## config.mk

```make
export PLATFORM = sky130hd
export DESIGN_NAME = spi_master_ctl
export DESIGN_NICKNAME = d
export VERILOG_FILES = /design/src/rtl/spi_master_pkg.sv /design/src/rtl/spi_sck_gen.sv /design/src/rtl/spi_shift_unit.sv /design/src/rtl/spi_status_flags.sv /design/src/rtl/spi_master_ctl.sv
export SDC_FILE = /design/constraint.sdc
export NUM_CORES = 1
export LEC_CHECK = 0
export ABC_AREA = 1
export BUFFER_PORTS_ARGS = -buffer_cell sky130_fd_sc_hd__buf_2
export CAP_MARGIN = 40
export CELL_PAD_IN_SITES_DETAIL_PLACEMENT = 2
export CELL_PAD_IN_SITES_GLOBAL_PLACEMENT = 2
export CORE_AREA = 2 2 86 88
export CTS_CLUSTER_DIAMETER = 200
export CTS_CLUSTER_SIZE = 8
export DETAILED_ROUTE_END_ITERATION = 16
export DIE_AREA = 0 0 88 90
export PLACE_DENSITY = 0.77
export SYNTH_ARGS = -nofsm -noshare
export SYNTH_HDL_FRONTEND = slang
export SYNTH_SLANG_ARGS = --single-unit
```

## constraint.sdc

```tcl
create_clock -name clk -period 1.65 [get_ports clk]
set_clock_uncertainty 0.05 [all_clocks]
set_input_delay 0.33 -clock clk [delete_from_list [all_inputs] [get_ports clk]]
set_output_delay 0.33 -clock clk [all_outputs]
set_load 0.01 [all_outputs]
```

## src/rtl/spi_master_pkg.sv

```systemverilog
package spi_master_pkg;

  // Largest half period of sck in system clocks (divisor 128 / 2)
  localparam int unsigned MAX_HALF = 64;
  localparam int unsigned CNT_W    = $clog2(MAX_HALF);

  // Full sck period in system clocks for a given speed setting
  function automatic int unsigned sck_divisor(input logic dbl, input logic [1:0] rate);
    int unsigned base;
    case (rate)
      2'd0:    base = 4;
      2'd1:    base = 16;
      2'd2:    base = 64;
      default: base = 128;
    endcase
    return dbl ? (base >> 1) : base;
  endfunction

  // Clocks per sck phase
  function automatic int unsigned half_period(input logic dbl, input logic [1:0] rate);
    return sck_divisor(dbl, rate) >> 1;
  endfunction

endpackage

```

## src/rtl/spi_sck_gen.sv

```systemverilog
module spi_sck_gen #(
  parameter int unsigned DATA_W = 8
) (
  input  logic       clk,
  input  logic       rst_n,
  input  logic       start,
  input  logic       abort,
  input  logic       dbl,
  input  logic [1:0] rate,
  output logic       busy,
  output logic       sck,
  output logic       rise_evt,
  output logic       fall_evt,
  output logic       last_evt
);
  import spi_master_pkg::*;

  localparam int unsigned EDGES  = 2 * DATA_W;
  localparam int unsigned EDGE_W = $clog2(EDGES);
  localparam logic [EDGE_W-1:0] LAST_EDGE = EDGE_W'(EDGES - 1);

  logic [CNT_W-1:0]  phase_cnt;
  logic [CNT_W-1:0]  half_m1;
  logic [EDGE_W-1:0] edge_idx;
  logic              toggle;

  assign toggle   = busy && (phase_cnt == half_m1);
  assign rise_evt = toggle && !sck;
  assign fall_evt = toggle && sck;
  assign last_evt = toggle && (edge_idx == LAST_EDGE);

  always_ff @(posedge clk or negedge rst_n) begin
    if (!rst_n) begin
      busy      <= 1'b0;
      sck       <= 1'b0;
      phase_cnt <= '0;
      half_m1   <= '0;
      edge_idx  <= '0;
    end else if (abort) begin
      busy      <= 1'b0;
      sck       <= 1'b0;
      phase_cnt <= '0;
      edge_idx  <= '0;
    end else if (start) begin
      busy      <= 1'b1;
      sck       <= 1'b0;
      phase_cnt <= '0;
      edge_idx  <= '0;
      half_m1   <= CNT_W'(half_period(dbl, rate) - 1);
    end else if (busy) begin
      if (toggle) begin
        phase_cnt <= '0;
        sck       <= ~sck;
        edge_idx  <= edge_idx + 1'b1;
        if (edge_idx == LAST_EDGE) busy <= 1'b0;
      end else begin
        phase_cnt <= phase_cnt + 1'b1;
      end
    end
  end

endmodule

```

## src/rtl/spi_shift_unit.sv

```systemverilog
module spi_shift_unit #(
  parameter int unsigned DATA_W = 8
) (
  input  logic              clk,
  input  logic              rst_n,
  input  logic              start,
  input  logic [DATA_W-1:0] tx_byte,
  input  logic              rise_evt,
  input  logic              fall_evt,
  input  logic              done_evt,
  input  logic              miso,
  output logic              mosi,
  output logic [DATA_W-1:0] rx_byte
);

  logic [DATA_W-1:0] shreg;
  logic              miso_q;
  logic [DATA_W-1:0] shifted;

  assign shifted = {shreg[DATA_W-2:0], miso_q};
  assign mosi    = shreg[DATA_W-1];

  always_ff @(posedge clk or negedge rst_n) begin
    if (!rst_n) begin
      shreg   <= '0;
      miso_q  <= 1'b0;
      rx_byte <= '0;
    end else begin
      if (start)         shreg  <= tx_byte;
      else if (fall_evt) shreg  <= shifted;
      if (rise_evt)      miso_q <= miso;
      if (done_evt)      rx_byte <= shifted;
    end
  end

endmodule

```

## src/rtl/spi_status_flags.sv

```systemverilog
module spi_status_flags (
  input  logic clk,
  input  logic rst_n,
  input  logic done_evt,
  input  logic fault_evt,
  input  logic coll_evt,
  input  logic stat_rd,
  input  logic data_acc,
  input  logic irq_ack,
  output logic done_flag,
  output logic coll_flag,
  output logic arm_done,
  output logic arm_coll
);

  always_ff @(posedge clk or negedge rst_n) begin
    if (!rst_n) begin
      done_flag <= 1'b0;
      coll_flag <= 1'b0;
      arm_done  <= 1'b0;
      arm_coll  <= 1'b0;
    end else begin
      if (done_evt || fault_evt)                   done_flag <= 1'b1;
      else if ((data_acc && arm_done) || irq_ack)  done_flag <= 1'b0;

      if (coll_evt)                   coll_flag <= 1'b1;
      else if (data_acc && arm_coll)  coll_flag <= 1'b0;

      if (stat_rd) begin
        arm_done <= done_flag;
        arm_coll <= coll_flag;
      end else if (data_acc) begin
        arm_done <= 1'b0;
        arm_coll <= 1'b0;
      end
    end
  end

endmodule

```

## src/rtl/spi_master_ctl.sv

```systemverilog
module spi_master_ctl #(
  parameter int unsigned DATA_W = 8
) (
  input  logic              clk,
  input  logic              rst_n,
  input  logic              ctl_master,
  input  logic              ctl_irq_en,
  input  logic [1:0]        ctl_rate,
  input  logic              ss_is_input,
  input  logic              ss_n,
  input  logic              data_wr,
  input  logic              data_rd,
  input  logic [DATA_W-1:0] data_wdata,
  output logic [DATA_W-1:0] data_rdata,
  input  logic              stat_rd,
  input  logic              stat_wr,
  input  logic              stat_wdata_dbl,
  output logic [7:0]        stat_rdata,
  output logic              irq,
  input  logic              irq_ack,
  output logic              master_mode,
  output logic              sck,
  output logic              mosi,
  input  logic              miso
);

  // Named internal events, visible to the bound checker
  logic busy_w, start_w, abort_w, fault_w, coll_w, done_w;
  logic rise_w, fall_w, data_acc_w;
  logic done_flag_w, coll_flag_w, arm_done_w, arm_coll_w;
  logic dbl_q, master_ok_q, master_prev_q;

  assign master_mode = ctl_master && master_ok_q;
  assign fault_w     = master_mode && ss_is_input && !ss_n;
  assign start_w     = data_wr && master_mode && !busy_w && !fault_w;
  assign coll_w      = data_wr && busy_w;
  assign abort_w     = fault_w || (busy_w && !master_mode);
  assign data_acc_w  = data_wr || data_rd;

  always_ff @(posedge clk or negedge rst_n) begin
    if (!rst_n) begin
      dbl_q         <= 1'b0;
      master_ok_q   <= 1'b1;
      master_prev_q <= 1'b0;
    end else begin
      if (stat_wr) dbl_q <= stat_wdata_dbl;
      master_prev_q <= ctl_master;
      if (fault_w)                          master_ok_q <= 1'b0;
      else if (ctl_master && !master_prev_q) master_ok_q <= 1'b1;
    end
  end

  spi_sck_gen #(.DATA_W(DATA_W)) u_sck (
    .clk      (clk),
    .rst_n    (rst_n),
    .start    (start_w),
    .abort    (abort_w),
    .dbl      (dbl_q),
    .rate     (ctl_rate),
    .busy     (busy_w),
    .sck      (sck),
    .rise_evt (rise_w),
    .fall_evt (fall_w),
    .last_evt (done_w)
  );

  spi_shift_unit #(.DATA_W(DATA_W)) u_shift (
    .clk      (clk),
    .rst_n    (rst_n),
    .start    (start_w),
    .tx_byte  (data_wdata),
    .rise_evt (rise_w),
    .fall_evt (fall_w),
    .done_evt (done_w),
    .miso     (miso),
    .mosi     (mosi),
    .rx_byte  (data_rdata)
  );

  spi_status_flags u_flags (
    .clk       (clk),
    .rst_n     (rst_n),
    .done_evt  (done_w),
    .fault_evt (fault_w),
    .coll_evt  (coll_w),
    .stat_rd   (stat_rd),
    .data_acc  (data_acc_w),
    .irq_ack   (irq_ack),
    .done_flag (done_flag_w),
    .coll_flag (coll_flag_w),
    .arm_done  (arm_done_w),
    .arm_coll  (arm_coll_w)
  );

  assign stat_rdata = {done_flag_w, coll_flag_w, 5'b00000, dbl_q};
  assign irq        = done_flag_w && ctl_irq_en;

endmodule

```

[After elaboration in Yosys (flattened, before gate mapping)]
Cells that the tools add are included.
Word-level totals
  register bits after elaboration: 42
  bits of input ports: 23
  output and inout port bits: 20
  word-level logic and storage cells: 92
Operators by class
  $add $sub $neg: 3
  eq/ne operators: 4
  mux-type cells: 32
  bitwise gates (word level): 2
  reduce and logical (&&, ||, !) cells: 36
Operator list (count)
  2-to-1 mux 8 bit: 4
  2-to-1 mux 6 bit: 4
  one-hot mux 8 bit (3 select lines): 1
  2-to-1 mux 1 bit: 18
  logical AND 1 bit: 16
  2-to-1 mux 4 bit: 4
  nonzero test 2 bit: 5
  2-to-1 mux 7 bit: 1
  adder 6 x 1 -> 6 bit, second input constant: 1
  equality test 6 bit: 1
  logical NOT 1 bit: 6
  nonzero test 3 bit: 2
  subtractor 6 x 1 -> 6 bit, second input constant: 1
  adder 4 x 1 -> 4 bit, second input constant: 1
  equality test 4 bit, second input constant: 1
  logical OR 1 bit: 4
  AND reduction 2 bit: 2
  equality test 2 x 1 -> 1 bit, second input constant: 1
  equality test 2 bit, second input constant: 1
  logical NOT 2 bit: 1
  NOT 1 bit: 2

[Longest topological paths before layout]
Gate-level depths: netlist of run 1.
  word-level depth: 9
  gate-level depth with buffers: 10
  mapped depth without buffers: 10

[Hierarchy]
A second synthesis of run 1 with hierarchy kept.
Unflattened totals
  cells, all modules: 272
  area total of the unflattened synthesis: 2182.1 µm²
Modules (own cells, without submodules)
  spi_sck_gen: instances 1, cells an instance 137, area an instance 1044.8 µm², sequential area each 450.4 µm²
  spi_shift_unit: instances 1, cells an instance 80, area an instance 728.2 µm², sequential area each 425.4 µm²
  spi_master_ctl: instances 1, cells an instance 34, area an instance 241.5 µm², sequential area each 76.3 µm²
  spi_status_flags: instances 1, cells an instance 21, area an instance 167.7 µm², sequential area each 100.1 µm²

[Least setup slack after synthesis of run 1]
No wires, ideal clock.
  path kind: register to register
  start: reg master_ok_q
  end: reg u_sck.phase_cnt[1]
  setup time: 0.142 ns
  arrival: 1.264 ns
  required time: 1.458 ns
  slack: 0.194 ns
  cell stages (with the launch flop): 8
  buffers on the path: 0
  clock period less this slack: 1.456 ns
  cells stage by stage: dfstp_2 nand2_1 inv_2 nand3_1 o21ai_1 nor2_2 nand2_2 o22ai_1
On the way
  word-level cells in the longest chain between the ends: 7
  elaborated cells on any way between the ends: 13
  those cells by class: mux (2); reduce/logical (11)
RTL lines
  start: declaration: RTL line spi_master_ctl.sv:31  | logic dbl_q, master_ok_q, master_prev_q;
  start signal: assignment: RTL line spi_master_ctl.sv:43  | master_ok_q <= 1'b1;
  start signal: assignment: RTL line spi_master_ctl.sv:48  | if (fault_w) master_ok_q <= 1'b0;
  start signal: assignment: RTL line spi_master_ctl.sv:49  | else if (ctl_master && !master_prev_q) master_ok_q <= 1'b1;
  logical AND 1 bit *: RTL line spi_master_ctl.sv:33  | assign master_mode = ctl_master && master_ok_q;
  named net master_mode: RTL line spi_master_ctl.sv:21  | output logic master_mode,
  logical AND 1 bit (2 in a row): RTL line spi_master_ctl.sv:34  | assign fault_w = master_mode && ss_is_input && !ss_n;
  logical NOT 1 bit: RTL line spi_master_ctl.sv:35  | assign start_w = data_wr && master_mode && !busy_w && !fault_w;
  logical AND 1 bit: RTL line spi_master_ctl.sv:35
  2-to-1 mux 6 bit: RTL line spi_sck_gen.sv:44  | end else if (start) begin
  2-to-1 mux 6 bit: RTL line spi_sck_gen.sv:39  | end else if (abort) begin
  end signal: assignment: RTL line spi_sck_gen.sv:57  | phase_cnt <= phase_cnt + 1'b1;
  end: declaration: RTL line spi_sck_gen.sv:22  | logic [CNT_W-1:0] phase_cnt;
The timed path passes the listed nets; every way through them passes the cells marked *.
A chain may end at the register's enable or synchronous reset.

[Worst setup path after layout of run 1]
  start: reg u_sck.phase_cnt[4]
  end: reg u_shift.shreg[0]
On the way
  word-level cells in the longest chain between the ends: 4
RTL lines
  equality test 6 bit: RTL line spi_sck_gen.sv:27  | assign toggle = busy && (phase_cnt == half_m1);
  logical AND 1 bit: RTL line spi_sck_gen.sv:27
  logical AND 1 bit: RTL line spi_sck_gen.sv:29  | assign fall_evt = toggle && sck;
  nonzero test 2 bit (no line)
  end signal: assignment: RTL line spi_shift_unit.sv:29  | if (start) shreg <= tx_byte;
  end signal: assignment: RTL line spi_shift_unit.sv:30  | else if (fall_evt) shreg <= shifted;
  end: declaration: RTL line spi_shift_unit.sv:16  | logic [DATA_W-1:0] shreg;
No other way between the ends.

==> results of run 1 <==
-- path summary, 6_finish.rpt --
check | start | cells after the start | to | slack, ns
max | u_sck.phase_cnt[4] | 9 | u_shift.shreg[0] | 0.08
min | ctl_master | 1 | master_prev_q | 0.13
max reg2reg | u_sck.phase_cnt[4] | 9 | u_shift.shreg[0] | 0.08
min reg2reg | u_shift.rx_byte[3] | 2 | u_shift.rx_byte[3] | 0.44
max in group asynchronous | rst_n | 3 | u_sck.busy | 0.64
min in group asynchronous | rst_n | 2 | master_prev_q | 0.42
-- sequential cells by signal, indices dropped and copies added, names as in the netlist --
name	flops
dbl_q	1
master_ok_q	1
master_prev_q	1
u_flags.arm_coll	1
u_flags.arm_done	1
u_flags.coll_flag	1
u_flags.done_flag	1
u_sck.busy	1
u_sck.edge_idx	4
u_sck.half_m1	6
u_sck.phase_cnt	6
u_sck.sck	1
u_shift.miso_q	1
u_shift.rx_byte	8
u_shift.shreg	8
-- cell families (layout without fill, tap and decap cells) --
family	Yosys count	in the layout
AND/OR/NAND/NOR	131	131
AO/OA/AOI/OAI	45	45
buffers and inverters	45	103
flip-flops	42	42
adder cells (fa/ha/maj)	3	3
XOR/XNOR	3	3
other	1	5
-- Yosys cell counts, drive strengths merged --
master / n
nand2: 80
dfrtp: 41
inv: 32
o21ai: 31
nand3: 26
nor2: 20
buf: 11
a21oi: 8
ha: 3
nor3: 3
o22ai: 3
o211ai: 2
xor2: 2
clkbuf: 1
clkinv: 1
conb: 1
dfstp: 1
nand3b: 1
o21a: 1
or2: 1
xnor2: 1
-- through the flow --
step                      std cells  power [mW]  setup TNS, ns  setup WS, ns
after floorplan                 274       2.337              0        0.1936
after global placement          415       2.817              0       0.01457
after detailed placement        415       2.916       -0.01667      -0.01667
after CTS                       424       3.632              0       0.03103
after global routing            431       4.040       -0.02232      -0.01821
final                           431       3.768              0       0.07521
-- critical path: stages, from the launching register on --
cell	delay (ns)
sky130_fd_sc_hd__dfrtp_1	0.43
sky130_fd_sc_hd__inv_1	0.10
sky130_fd_sc_hd__nand2_1	0.05
sky130_fd_sc_hd__nand2_1	0.07
sky130_fd_sc_hd__nand2_2	0.09
sky130_fd_sc_hd__nor2_8	0.21
sky130_fd_sc_hd__nand3_4	0.15
sky130_fd_sc_hd__buf_4	0.17
sky130_fd_sc_hd__nand3_1	0.08
sky130_fd_sc_hd__nand2_1	0.07
-- report_power, final --
part	internal (mW)	switching, mW	total (mW)	leakage (nW)
sequential	1.29	0.204	1.50	0.550
combinational	0.620	0.963	1.58	0.855
clock	0.299	0.389	0.688	0.0452
-- area by class of cell --
type                       count  area (um^2)  area share [%]
sequential                    42         1052           37.29
timing repair buffer          62        422.9           14.99
clock inverter                 2        13.76          0.4878
multi-input combinational    187         1010           35.79
inverter                      33        126.4           4.479
clock buffer                   6        72.57           2.572
tap                           99        123.9           4.390
-- metal layers --
metal	vias to the layer above	wire length, um	track usage [%]
met4	0	169	5.897
met2	33	3612	29.29
met3	14	160	2.755
met5	-	0	0
li1	970	-	-
met1	997	2807	20.69
-- what timing repair did --
| action | CTS | global route |
|---|---|---|
| hold endpoints to repair | 13 | 0 |
| resized for setup | 1 | 16 |
| pin swaps | 0 | 7 |
| hold buffers | 1 | 0 |
| buffers inserted | 0 | 6 |
| gates cloned | 0 | 1 |
| endpoints found under the setup margin | 4 | 15 |
==> metrics.txt, run 1 <==
# TYPE chip_impl_metric gauge
chip_impl_info{name="run_status",value="complete, no violations"} 1
chip_impl_info{name="worstSetupStartpointType",value="flip-flop"} 1
chip_impl_metric{name="whs",unit="ns"} 0.1275
chip_impl_metric{name="fin_crit_sh",unit="%"} 95.44
chip_impl_metric{name="globalRouteOverflowTotal",unit=""} 0
chip_impl_metric{name="yosysWarningCount",unit=""} 0
chip_impl_metric{name="core_area",unit="um^2"} 7020
chip_impl_metric{name="detail_route.first_pass.iterations",unit=""} 4
chip_impl_info{name="critical_path_class",value="flip-flop to flip-flop"} 1
chip_impl_metric{name="antenna_cells_inserted",unit=""} 0
chip_impl_metric{name="grt_start_max_net_pins",unit=""} 29
chip_impl_metric{name="timing.final.setup_violations",unit=""} 0
chip_impl_metric{name="synth.avg_cell_area",unit="um^2"} 8.147
chip_impl_metric{name="place.gp.congestion",unit=""} 0.8379
chip_impl_info{name="hold_path.class",value="primary input to flip-flop"} 1
chip_impl_metric{name="vdd.ir_drop.worst",unit="mV"} 0.4122
chip_impl_metric{name="worst_skew_pair.late_latency",unit="ns"} 0.31
chip_impl_metric{name="place_hpwl",unit="um"} 4871
chip_impl_info{name="final_cell_mix",value="74 x sky130_fd_sc_hd__nand2_1, 41 x sky130_fd_sc_hd__dfrtp_1, 38 x sky130_fd_sc_hd__buf_2"} 1
chip_impl_metric{name="synth.mux.area_fraction",unit="%"} 0
chip_impl_metric{name="h-tree-depth",unit=""} 2
chip_impl_metric{name="vias",unit=""} 2014
chip_impl_metric{name="yosys.area_share.simple",unit="%"} 27.30
chip_impl_metric{name="clk_pin_slew_worst_paths",unit="ns"} 0.08
chip_impl_metric{name="final_util",unit="%"} 40.19
chip_impl_metric{name="power_per_cell_area",unit="nW/um^2"} 1335
chip_impl_metric{name="routed_wirelength",unit="um"} 6749
chip_impl_metric{name="cts_num_sinks",unit=""} 42
chip_impl_metric{name="global_route_total_usage_across_every_layer",unit="%"} 16.85
chip_impl_metric{name="die_width",unit="um"} 88
chip_impl_metric{name="global_route_wire_length_before_repair",unit="um"} 10250
chip_impl_metric{name="p_leak",unit="nW"} 1.449
chip_impl_info{name="crit_path_end_kind",value="flip-flop"} 1
chip_impl_metric{name="worstPathRequired",unit="ns"} 1.80
chip_impl_metric{name="layout.nets",unit=""} 357
chip_impl_metric{name="dieArea",unit="um^2"} 7920
chip_impl_metric{name="crit_fanout",unit=""} 7
chip_impl_metric{name="floorplan.initialDensity",unit="%"} 31.33
chip_impl_info{name="cts_tree",value="built"} 1
chip_impl_info{name="netlist_top_cells_area",value="sky130_fd_sc_hd__dfrtp_1 47%, sky130_fd_sc_hd__nand2_1 13%, sky130_fd_sc_hd__nand3_1 5.2%"} 1
chip_impl_metric{name="post_synthesis_to_final_layout_area_growth",unit="%"} 28.27
chip_impl_metric{name="finalHoldViolCount",unit=""} 0
chip_impl_metric{name="die_y",unit="um"} 90
chip_impl_metric{name="post-synth-top-area-fraction",unit="%"} 46.64
chip_impl_metric{name="synth.ff_latch_count",unit=""} 42
chip_impl_metric{name="core.rowCount",unit=""} 31
chip_impl_metric{name="io-pin-count",unit=""} 43
chip_impl_metric{name="fmax",unit="GHz"} 0.6350
chip_impl_metric{name="post_synth_xor_xnor_area",unit="%"} 1.195
chip_impl_metric{name="mappedNetlistArea",unit="um^2"} 2200
chip_impl_metric{name="fillers",unit=""} 824
chip_impl_metric{name="wire_per_inst",unit="um"} 15.66
chip_impl_metric{name="total_clock_buffers_created_by_cts",unit=""} 5
chip_impl_metric{name="placed_area",unit="um^2"} 2616
chip_impl_info{name="synth_largest_area_cell",value="sky130_fd_sc_hd__dfrtp_1"} 1
chip_impl_info{name="synth_top_family_by_area",value="simple AND/OR/NAND/NOR gates"} 1
chip_impl_metric{name="port_buffers",unit=""} 37
chip_impl_info{name="final_common_cell",value="sky130_fd_sc_hd__nand2_1"} 1
chip_impl_metric{name="route.antenna.remaining_nets",unit=""} 0
chip_impl_metric{name="grt_pass1_vias",unit=""} 2103
chip_impl_metric{name="drtIter0Drc",unit=""} 44
chip_impl_metric{name="route.detailed.vias_per_inst",unit=""} 4.673
chip_impl_metric{name="antenna_found_initial",unit=""} 0
chip_impl_metric{name="post_synth_fa_ha_maj_area_fraction",unit="%"} 1.706
chip_impl_metric{name="netlist_instances",unit=""} 270
chip_impl_metric{name="ys_types",unit=""} 33
chip_impl_metric{name="synth-seq-area-share",unit="%"} 47.84
chip_impl_info{name="clock-root-buffer",value="sky130_fd_sc_hd__clkbuf_8"} 1
chip_impl_metric{name="synth_compound_gate_area_share",unit="%"} 12.29
chip_impl_metric{name="design_area",unit="um^2"} 2821
chip_impl_metric{name="drive_gt1_share",unit="%"} 31.02
chip_impl_metric{name="cp.arrival",unit="ns"} 1.73
chip_impl_metric{name="slew_viol_final",unit=""} 0
chip_impl_metric{name="route.detailed.drc",unit=""} 0
chip_impl_metric{name="cts_buffer_depth",unit=""} 2
chip_impl_metric{name="max-cap-violations",unit=""} 0
chip_impl_metric{name="min_period",unit="ns"} 1.575
No activity file was read; power rests on OpenSTA's default activity.
==> inputs of run 2 (changes only) <==
Settings changed: ABC_AREA 1 to 0, CORE_AREA 2 2 86 88 to 2 2 81 83, DIE_AREA 0 0 88 90 to 0 0 83 85, PLACE_DENSITY 0.77 to 0.76.
==> metrics.txt, run 2 <==
# TYPE chip_impl_metric gauge
chip_impl_metric{name="grt_pass1_vias",unit=""} 1969
chip_impl_metric{name="worstPathRequired",unit="ns"} 1.80
chip_impl_info{name="hold_path.class",value="primary input to flip-flop"} 1
chip_impl_metric{name="fin_crit_sh",unit="%"} 109.7
chip_impl_info{name="synth_ff_type",value="sky130_fd_sc_hd__dfrtp_1"} 1
chip_impl_info{name="top_regs",value="u_shift.rx_byte (8), u_shift.shreg (8)"} 1
chip_impl_metric{name="netlist_instances",unit=""} 183
chip_impl_metric{name="dp_cells",unit=""} 319
chip_impl_metric{name="place.gp.congestion",unit=""} 0.7002
chip_impl_info{name="synth_common_cells",value="41 x sky130_fd_sc_hd__dfrtp_1, 27 x sky130_fd_sc_hd__mux2_2, 13 x sky130_fd_sc_hd__a21oi_1"} 1
chip_impl_info{name="critical_path.reg2reg.endpoint",value="u_shift.rx_byte[3]"} 1
chip_impl_metric{name="core.rowCount",unit=""} 29
chip_impl_metric{name="min_period",unit="ns"} 1.809
chip_impl_metric{name="synth.ff_latch_count",unit=""} 42
chip_impl_metric{name="grt_start_max_net_pins",unit=""} 28
chip_impl_metric{name="design_area",unit="um^2"} 3022
chip_impl_info{name="failing_checks",value="negative setup slack"} 1
chip_impl_metric{name="antenna_cells_inserted",unit=""} 0
chip_impl_metric{name="dieArea",unit="um^2"} 7055
chip_impl_metric{name="global_route_total_usage_across_every_layer",unit="%"} 19.71
chip_impl_metric{name="routed_wirelength",unit="um"} 6939
chip_impl_metric{name="post_synthesis_to_final_layout_area_growth",unit="%"} 44.27
chip_impl_metric{name="final_cells",unit=""} 341
chip_impl_metric{name="placement.setup.worst_slack",unit="ns"} -0.2120
chip_impl_metric{name="route.detailed.vias_per_inst",unit=""} 5.056
chip_impl_info{name="rsz0062_at_grt",value="yes"} 1
chip_impl_metric{name="total_clock_buffers_created_by_cts",unit=""} 5
chip_impl_metric{name="power",unit="mW"} 3.000
chip_impl_metric{name="global_route_wire_length_before_repair",unit="um"} 10740
chip_impl_metric{name="reg2reg_depth",unit=""} 5
chip_impl_metric{name="port_buffers",unit=""} 37
chip_impl_info{name="final_cell_mix",value="41 x sky130_fd_sc_hd__dfrtp_1, 36 x sky130_fd_sc_hd__buf_2, 30 x sky130_fd_sc_hd__buf_4"} 1
chip_impl_metric{name="place_hpwl",unit="um"} 4294
chip_impl_metric{name="p_leak",unit="nW"} 1.429
chip_impl_metric{name="drive_gt1_share",unit="%"} 54.55
chip_impl_metric{name="cts_num_sinks",unit=""} 42
chip_impl_metric{name="cts_buffer_depth",unit=""} 2
chip_impl_info{name="run_status",value="complete, but fails checks"} 1
chip_impl_metric{name="core_area",unit="um^2"} 6205
chip_impl_metric{name="post-synth-top-area-fraction",unit="%"} 48.98
chip_impl_metric{name="synth-edff-count",unit=""} 0
chip_impl_info{name="netlist_top_cells_area",value="sky130_fd_sc_hd__dfrtp_1 49%, sky130_fd_sc_hd__mux2_2 15%, sky130_fd_sc_hd__a21oi_1 3.1%"} 1
chip_impl_metric{name="die_y",unit="um"} 85
chip_impl_metric{name="finalHoldViolCount",unit=""} 0
chip_impl_info{name="most_repeated_cell_in_the_gate_level_netlist_after_synthesis",value="sky130_fd_sc_hd__dfrtp_1"} 1
chip_impl_metric{name="floorplan.initialDensity",unit="%"} 33.76
chip_impl_metric{name="ys_types",unit=""} 41
chip_impl_metric{name="fmax",unit="GHz"} 0.5527
chip_impl_metric{name="layout.nets",unit=""} 289
chip_impl_metric{name="cp.arrival",unit="ns"} 1.96
chip_impl_info{name="clock-root-buffer",value="sky130_fd_sc_hd__clkbuf_8"} 1
chip_impl_metric{name="io-pin-count",unit=""} 43
chip_impl_metric{name="synth.avg_cell_area",unit="um^2"} 11.45
chip_impl_info{name="worstSetupStartpointType",value="flip-flop"} 1
chip_impl_info{name="synth_largest_area_cell",value="sky130_fd_sc_hd__dfrtp_1"} 1
chip_impl_metric{name="yosysWarningCount",unit=""} 0
chip_impl_metric{name="slew_viol_final",unit=""} 0
chip_impl_metric{name="crit_fanout",unit=""} 6
chip_impl_metric{name="clk_pin_slew_worst_paths",unit="ns"} 0.09
chip_impl_metric{name="route.detailed.drc",unit=""} 0
chip_impl_info{name="critical_path_class",value="flip-flop to flip-flop"} 1
chip_impl_metric{name="power_per_cell_area",unit="nW/um^2"} 992.9
chip_impl_metric{name="fin_setup_tns",unit="ns"} -2.727
chip_impl_metric{name="max-cap-violations",unit=""} 0
chip_impl_metric{name="vdd.ir_drop.worst",unit="mV"} 0.7297
chip_impl_info{name="final_common_cell",value="sky130_fd_sc_hd__dfrtp_1"} 1
chip_impl_metric{name="route.antenna.remaining_nets",unit=""} 0
chip_impl_metric{name="drtIter0Drc",unit=""} 60
chip_impl_metric{name="r2r_setup_slack",unit="ns"} -0.16
chip_impl_info{name="cts_tree",value="built"} 1
chip_impl_metric{name="globalRouteOverflowTotal",unit=""} 0
chip_impl_metric{name="synth_async_sr_flop_share",unit="%"} 100.0
chip_impl_metric{name="vias",unit=""} 1724
chip_impl_info{name="worstSetupEndpoint",value="u_shift.rx_byte[3]"} 1
chip_impl_metric{name="antenna_found_initial",unit=""} 0
chip_impl_metric{name="tightestPinTransition",unit="ns"} 0.5281
chip_impl_metric{name="placed_area",unit="um^2"} 2654
chip_impl_metric{name="timing.final.setup_violations",unit=""} 26
chip_impl_info{name="crit_start",value="u_sck.half_m1[5]"} 1
chip_impl_metric{name="timing.final.ws_setup",unit="ns"} -0.1593
chip_impl_metric{name="wire_per_inst",unit="um"} 20.35
chip_impl_info{name="timing.rr.start",value="u_sck.half_m1[5]"} 1
chip_impl_metric{name="mappedNetlistArea",unit="um^2"} 2095
chip_impl_info{name="crit_path_end_kind",value="flip-flop"} 1
chip_impl_metric{name="synth-seq-area-share",unit="%"} 50.24
chip_impl_metric{name="worst_skew_pair.late_latency",unit="ns"} 0.31
chip_impl_metric{name="detail_route.first_pass.iterations",unit=""} 3
chip_impl_metric{name="max_slew_margin",unit="%"} 64.72
chip_impl_metric{name="h-tree-depth",unit=""} 2
chip_impl_metric{name="die_width",unit="um"} 83
[run 2: cell count changes after synthesis, sizes merged, moves of 4 or more]
cell | previous run | this run
a21oi | 8 | 13
inv | 32 | 6
mux2 | 0 | 27
nand2 | 80 | 10
nand3 | 26 | 5
nor2 | 20 | 9
nor3 | 3 | 7
o21ai | 31 | 8
xnor2 | 1 | 7
[run 2: stage by stage]
| stage | hold slack [ns] | utilization, % |
|---|---|---|
| after floorplan | -0.01559 | - |
| after global placement | 0.2401 | 42.77 |
| final | 0.2030 | 48.70 |
| after CTS | 0.1938 | 46.86 |
| after detailed placement | 0.2477 | 42.77 |
| after global routing | 0.2009 | 48.70 |
[run 2: final cells by class]
type                    count  area, um^2
well taps                  77       96.34
repair buffers             80       596.8
fillers                   644        3183
inverters                   6       25.02
flip-flops and latches     42        1052
clock buffers               5       68.82
multi-input cells         128        1161
clock inverters             3       21.27
[run 2: repair_timing]
| action | 4_1_cts | 5_1_grt |
|---|---|---|
| buffers inserted | 7 | 6 |
| pin swaps | 8 | 6 |
| hold endpoints to repair | 15 | 0 |
| endpoints found under the setup margin | 24 | 30 |
| gates resized for setup | 25 | 18 |
| hold buffers | 1 | 0 |
[run 2: where the power goes]
part / total, mW / internal (mW) / leakage (nW) / switching [mW]
registers: 1.38 / 1.21 / 0.541 / 0.168
logic: 0.911 / 0.508 / 0.843 / 0.403
clock network: 0.714 / 0.298 / 0.0441 / 0.416
[run 2: worst min-delay path by stage]
stage,startpoint,endpoint,depth (start not counted)
floorplan,rst_n,dbl_q,0
global placement,rst_n,dbl_q,1
detailed placement,rst_n,dbl_q,1
CTS,miso,u_shift.miso_q,2
global route,stat_rd,u_flags.arm_coll,2
finish,miso,u_shift.miso_q,2
[run 2: cells by family after synthesis]
logic type	share of synthesized area, %
and+or+nand+nor	14.16
DFF	50.24
AOI/OAI and AO/OA	9.140
muxes	14.99
buffers and inverters	4.480
xor gates and xnor gates	5.018
adders and majority gates	1.792
other	0.1790
[run 2: per-layer routing]
metal | vias to the layer above | global-route usage [%] | routed length [um]
met5 | - | 0 | 0
met4 | 0 | 7.004 | 90
met3 | 5 | 3.502 | 167
met2 | 35 | 35.48 | 3839
met1 | 887 | 23.74 | 2841
li1 | 797 | - | -
[run 2: worst max-delay path: stages (launching register included)]
cell,delay [ns]
sky130_fd_sc_hd__dfrtp_1,0.42
sky130_fd_sc_hd__xnor2_2,0.25
sky130_fd_sc_hd__nand4_4,0.18
sky130_fd_sc_hd__nor3_4,0.32
sky130_fd_sc_hd__buf_12,0.17
sky130_fd_sc_hd__mux2_4,0.31
==> inputs of run 3 (changes only) <==
Settings changed: CORE_AREA 2 2 81 83 to 2 2 95 97, DIE_AREA 0 0 83 85 to 0 0 97 99, PLACE_DENSITY 0.76 to 0.57.
Clock period 1.65 ns to 1.7 ns, I/O delays scaled along.
==> metrics.txt, run 3 (synthesized netlist as in run 2, its figures left out) <==
# TYPE chip_impl_metric gauge
chip_impl_info{name="run_status",value="complete, but fails checks"} 1
chip_impl_info{name="failing_checks",value="negative setup slack"} 1
chip_impl_info{name="final_common_cell",value="sky130_fd_sc_hd__dfrtp_1"} 1
chip_impl_metric{name="max_slew_margin",unit="%"} 64.54
chip_impl_metric{name="route.antenna.remaining_nets",unit=""} 0
chip_impl_info{name="rsz0062_at_grt",value="yes"} 1
chip_impl_metric{name="tightestPinTransition",unit="ns"} 0.5309
chip_impl_metric{name="cts_num_sinks",unit=""} 42
chip_impl_metric{name="place_hpwl",unit="um"} 4133
chip_impl_metric{name="placed_area",unit="um^2"} 2655
chip_impl_metric{name="place.gp.congestion",unit=""} 0.6983
chip_impl_metric{name="max_stage_delay",unit="ns"} 0.42
chip_impl_metric{name="fmax",unit="GHz"} 0.5689
chip_impl_metric{name="clk_pin_slew_worst_paths",unit="ns"} 0.09
chip_impl_metric{name="final_cells",unit=""} 367
chip_impl_metric{name="worst_skew_pair.late_latency",unit="ns"} 0.31
chip_impl_metric{name="die_width",unit="um"} 97
chip_impl_metric{name="grt_pass1_vias",unit=""} 1929
chip_impl_info{name="critPathSlowestCell",value="sky130_fd_sc_hd__dfrtp_1"} 1
chip_impl_metric{name="vias",unit=""} 1661
chip_impl_metric{name="core_area",unit="um^2"} 8551
chip_impl_metric{name="fin_crit_sh",unit="%"} 103.4
chip_impl_metric{name="route.detailed.drc",unit=""} 0
chip_impl_metric{name="antenna_cells_inserted",unit=""} 0
chip_impl_metric{name="design_area",unit="um^2"} 2988
chip_impl_metric{name="die_y",unit="um"} 99
chip_impl_metric{name="grt_start_max_net_pins",unit=""} 43
chip_impl_metric{name="cts_buffer_depth",unit=""} 2
chip_impl_metric{name="port_buffers",unit=""} 37
chip_impl_metric{name="floorplan.initialDensity",unit="%"} 24.50
chip_impl_metric{name="globalRouteOverflowTotal",unit=""} 0
chip_impl_metric{name="wire_per_inst",unit="um"} 16.05
chip_impl_metric{name="multi_input_comb_area",unit="um^2"} 1131
chip_impl_info{name="final_cell_mix",value="41 x sky130_fd_sc_hd__dfrtp_1, 36 x sky130_fd_sc_hd__buf_2, 30 x sky130_fd_sc_hd__buf_4"} 1
chip_impl_metric{name="crit_fanout",unit=""} 5
chip_impl_info{name="critical_path.cell_chain",value="xnor2_2 -> nand3_4 -> o31ai_4 -> buf_6 -> mux2_4"} 1
chip_impl_info{name="critical_path_class",value="flip-flop to flip-flop"} 1
chip_impl_metric{name="routed_wirelength",unit="um"} 5890
chip_impl_metric{name="drive_gt1_share",unit="%"} 51.74
chip_impl_metric{name="detail_route.first_pass.iterations",unit=""} 4
chip_impl_metric{name="cp.arrival",unit="ns"} 1.90
chip_impl_metric{name="io-pin-count",unit=""} 43
chip_impl_metric{name="dp_cells",unit=""} 346
chip_impl_metric{name="timing.final.setup_violations",unit=""} 17
chip_impl_metric{name="finalHoldViolCount",unit=""} 0
chip_impl_metric{name="h-tree-depth",unit=""} 2
chip_impl_metric{name="drtIter0Drc",unit=""} 52
chip_impl_metric{name="dieArea",unit="um^2"} 9603
chip_impl_info{name="clock-root-buffer",value="sky130_fd_sc_hd__clkbuf_8"} 1
chip_impl_metric{name="power",unit="mW"} 3.013
chip_impl_metric{name="total_clock_buffers_created_by_cts",unit=""} 5
chip_impl_metric{name="post_synthesis_to_final_layout_area_growth",unit="%"} 42.65
chip_impl_metric{name="min_period",unit="ns"} 1.758
chip_impl_metric{name="power_per_cell_area",unit="nW/um^2"} 1008
chip_impl_metric{name="timing.final.ws_setup",unit="ns"} -0.05763
chip_impl_metric{name="core.rowCount",unit=""} 34
chip_impl_info{name="crit_path_end_kind",value="flip-flop"} 1
chip_impl_metric{name="whs",unit="ns"} 0.2091
chip_impl_metric{name="worstPathRequired",unit="ns"} 1.85
chip_impl_metric{name="slew_viol_final",unit=""} 0
chip_impl_metric{name="r2r_setup_slack",unit="ns"} -0.06
chip_impl_metric{name="layout.nets",unit=""} 284
chip_impl_metric{name="antenna_found_initial",unit=""} 0
chip_impl_info{name="worstSetupStartpointType",value="flip-flop"} 1
chip_impl_metric{name="max-cap-violations",unit=""} 0
chip_impl_metric{name="fin_setup_tns",unit="ns"} -0.5261
chip_impl_metric{name="global_route_total_usage_across_every_layer",unit="%"} 13.19
chip_impl_info{name="top_regs",value="u_shift.rx_byte (8), u_shift.shreg (8)"} 1
chip_impl_metric{name="fillers",unit=""} 933
chip_impl_metric{name="vdd.ir_drop.worst",unit="mV"} 0.3723
chip_impl_metric{name="route.detailed.vias_per_inst",unit=""} 4.526
chip_impl_metric{name="area.sequential",unit="um^2"} 1052
chip_impl_info{name="hold_path.class",value="primary input to flip-flop"} 1
chip_impl_metric{name="p_leak",unit="nW"} 1.405
chip_impl_metric{name="global_route_wire_length_before_repair",unit="um"} 9998
chip_impl_info{name="cts_tree",value="built"} 1
-- run 3: area by class of cell --
class,count,area share (%)
inverters,6,0.8375
repair buffers,75,17.80
flip-flops and latches,42,35.22
well taps,108,4.523
clock inverters,3,1.466
multi-input cells,128,37.86
clock buffers,5,2.303
-- run 3: power breakdown --
part / internal [mW] / switching (mW) / leakage [nW] / total [mW]
Clock: 0.441 / 0.394 / 0.0585 / 0.834
Sequential: 1.17 / 0.151 / 0.541 / 1.32
Combinational: 0.497 / 0.358 / 0.805 / 0.855
Total: 2.11 / 0.902 / 1.40 / 3.01
-- run 3: layer usage --
layer	part of all wire [%]	track usage, %
met1	45	17.07
met3	3.8	3.617
met2	49	21.69
met5	0	0
met4	1.5	3.900
-- run 3: critical path, delay by kind of cell, from the launching register on --
kind            cells  cell delay, ns
buf+inv             1            0.18
flops               1            0.42
compound gates      1            0.30
xor+xnor            1            0.25
mux                 1            0.31
simple gates        1            0.15
-- run 3: metrics by stage --
stage                     util (%)  setup WS, ns
after floorplan                  -      -0.02241
after global placement       31.05       -0.1380
after detailed placement     31.05       -0.2207
after CTS                    34.21      -0.08297
after global routing         34.94       -0.1297
final                        34.94      -0.05763
-- run 3: timing repair --
action	4_1_cts	5_1_grt
pin swaps	10	10
endpoints found under the hold margin	41	0
gates cloned	0	0
resized for setup	24	8
buffers inserted	8	4
hold buffers	1	0
setup endpoints to repair	20	27
-- run 3: worst paths after layout --
| kind | start | endpoint | cells past startpoint |
|---|---|---|---|
| max reg2reg | u_sck.half_m1[4] | u_shift.shreg[7] | 5 |
| min reg2reg | u_shift.rx_byte[5] | u_shift.rx_byte[5] | 1 |
| min | stat_wdata_dbl | dbl_q | 2 |
| max | u_sck.half_m1[4] | u_shift.shreg[7] | 5 |
| min in group asynchronous | rst_n | u_sck.half_m1[4] | 3 |
| max in group asynchronous | rst_n | master_ok_q | 3 |
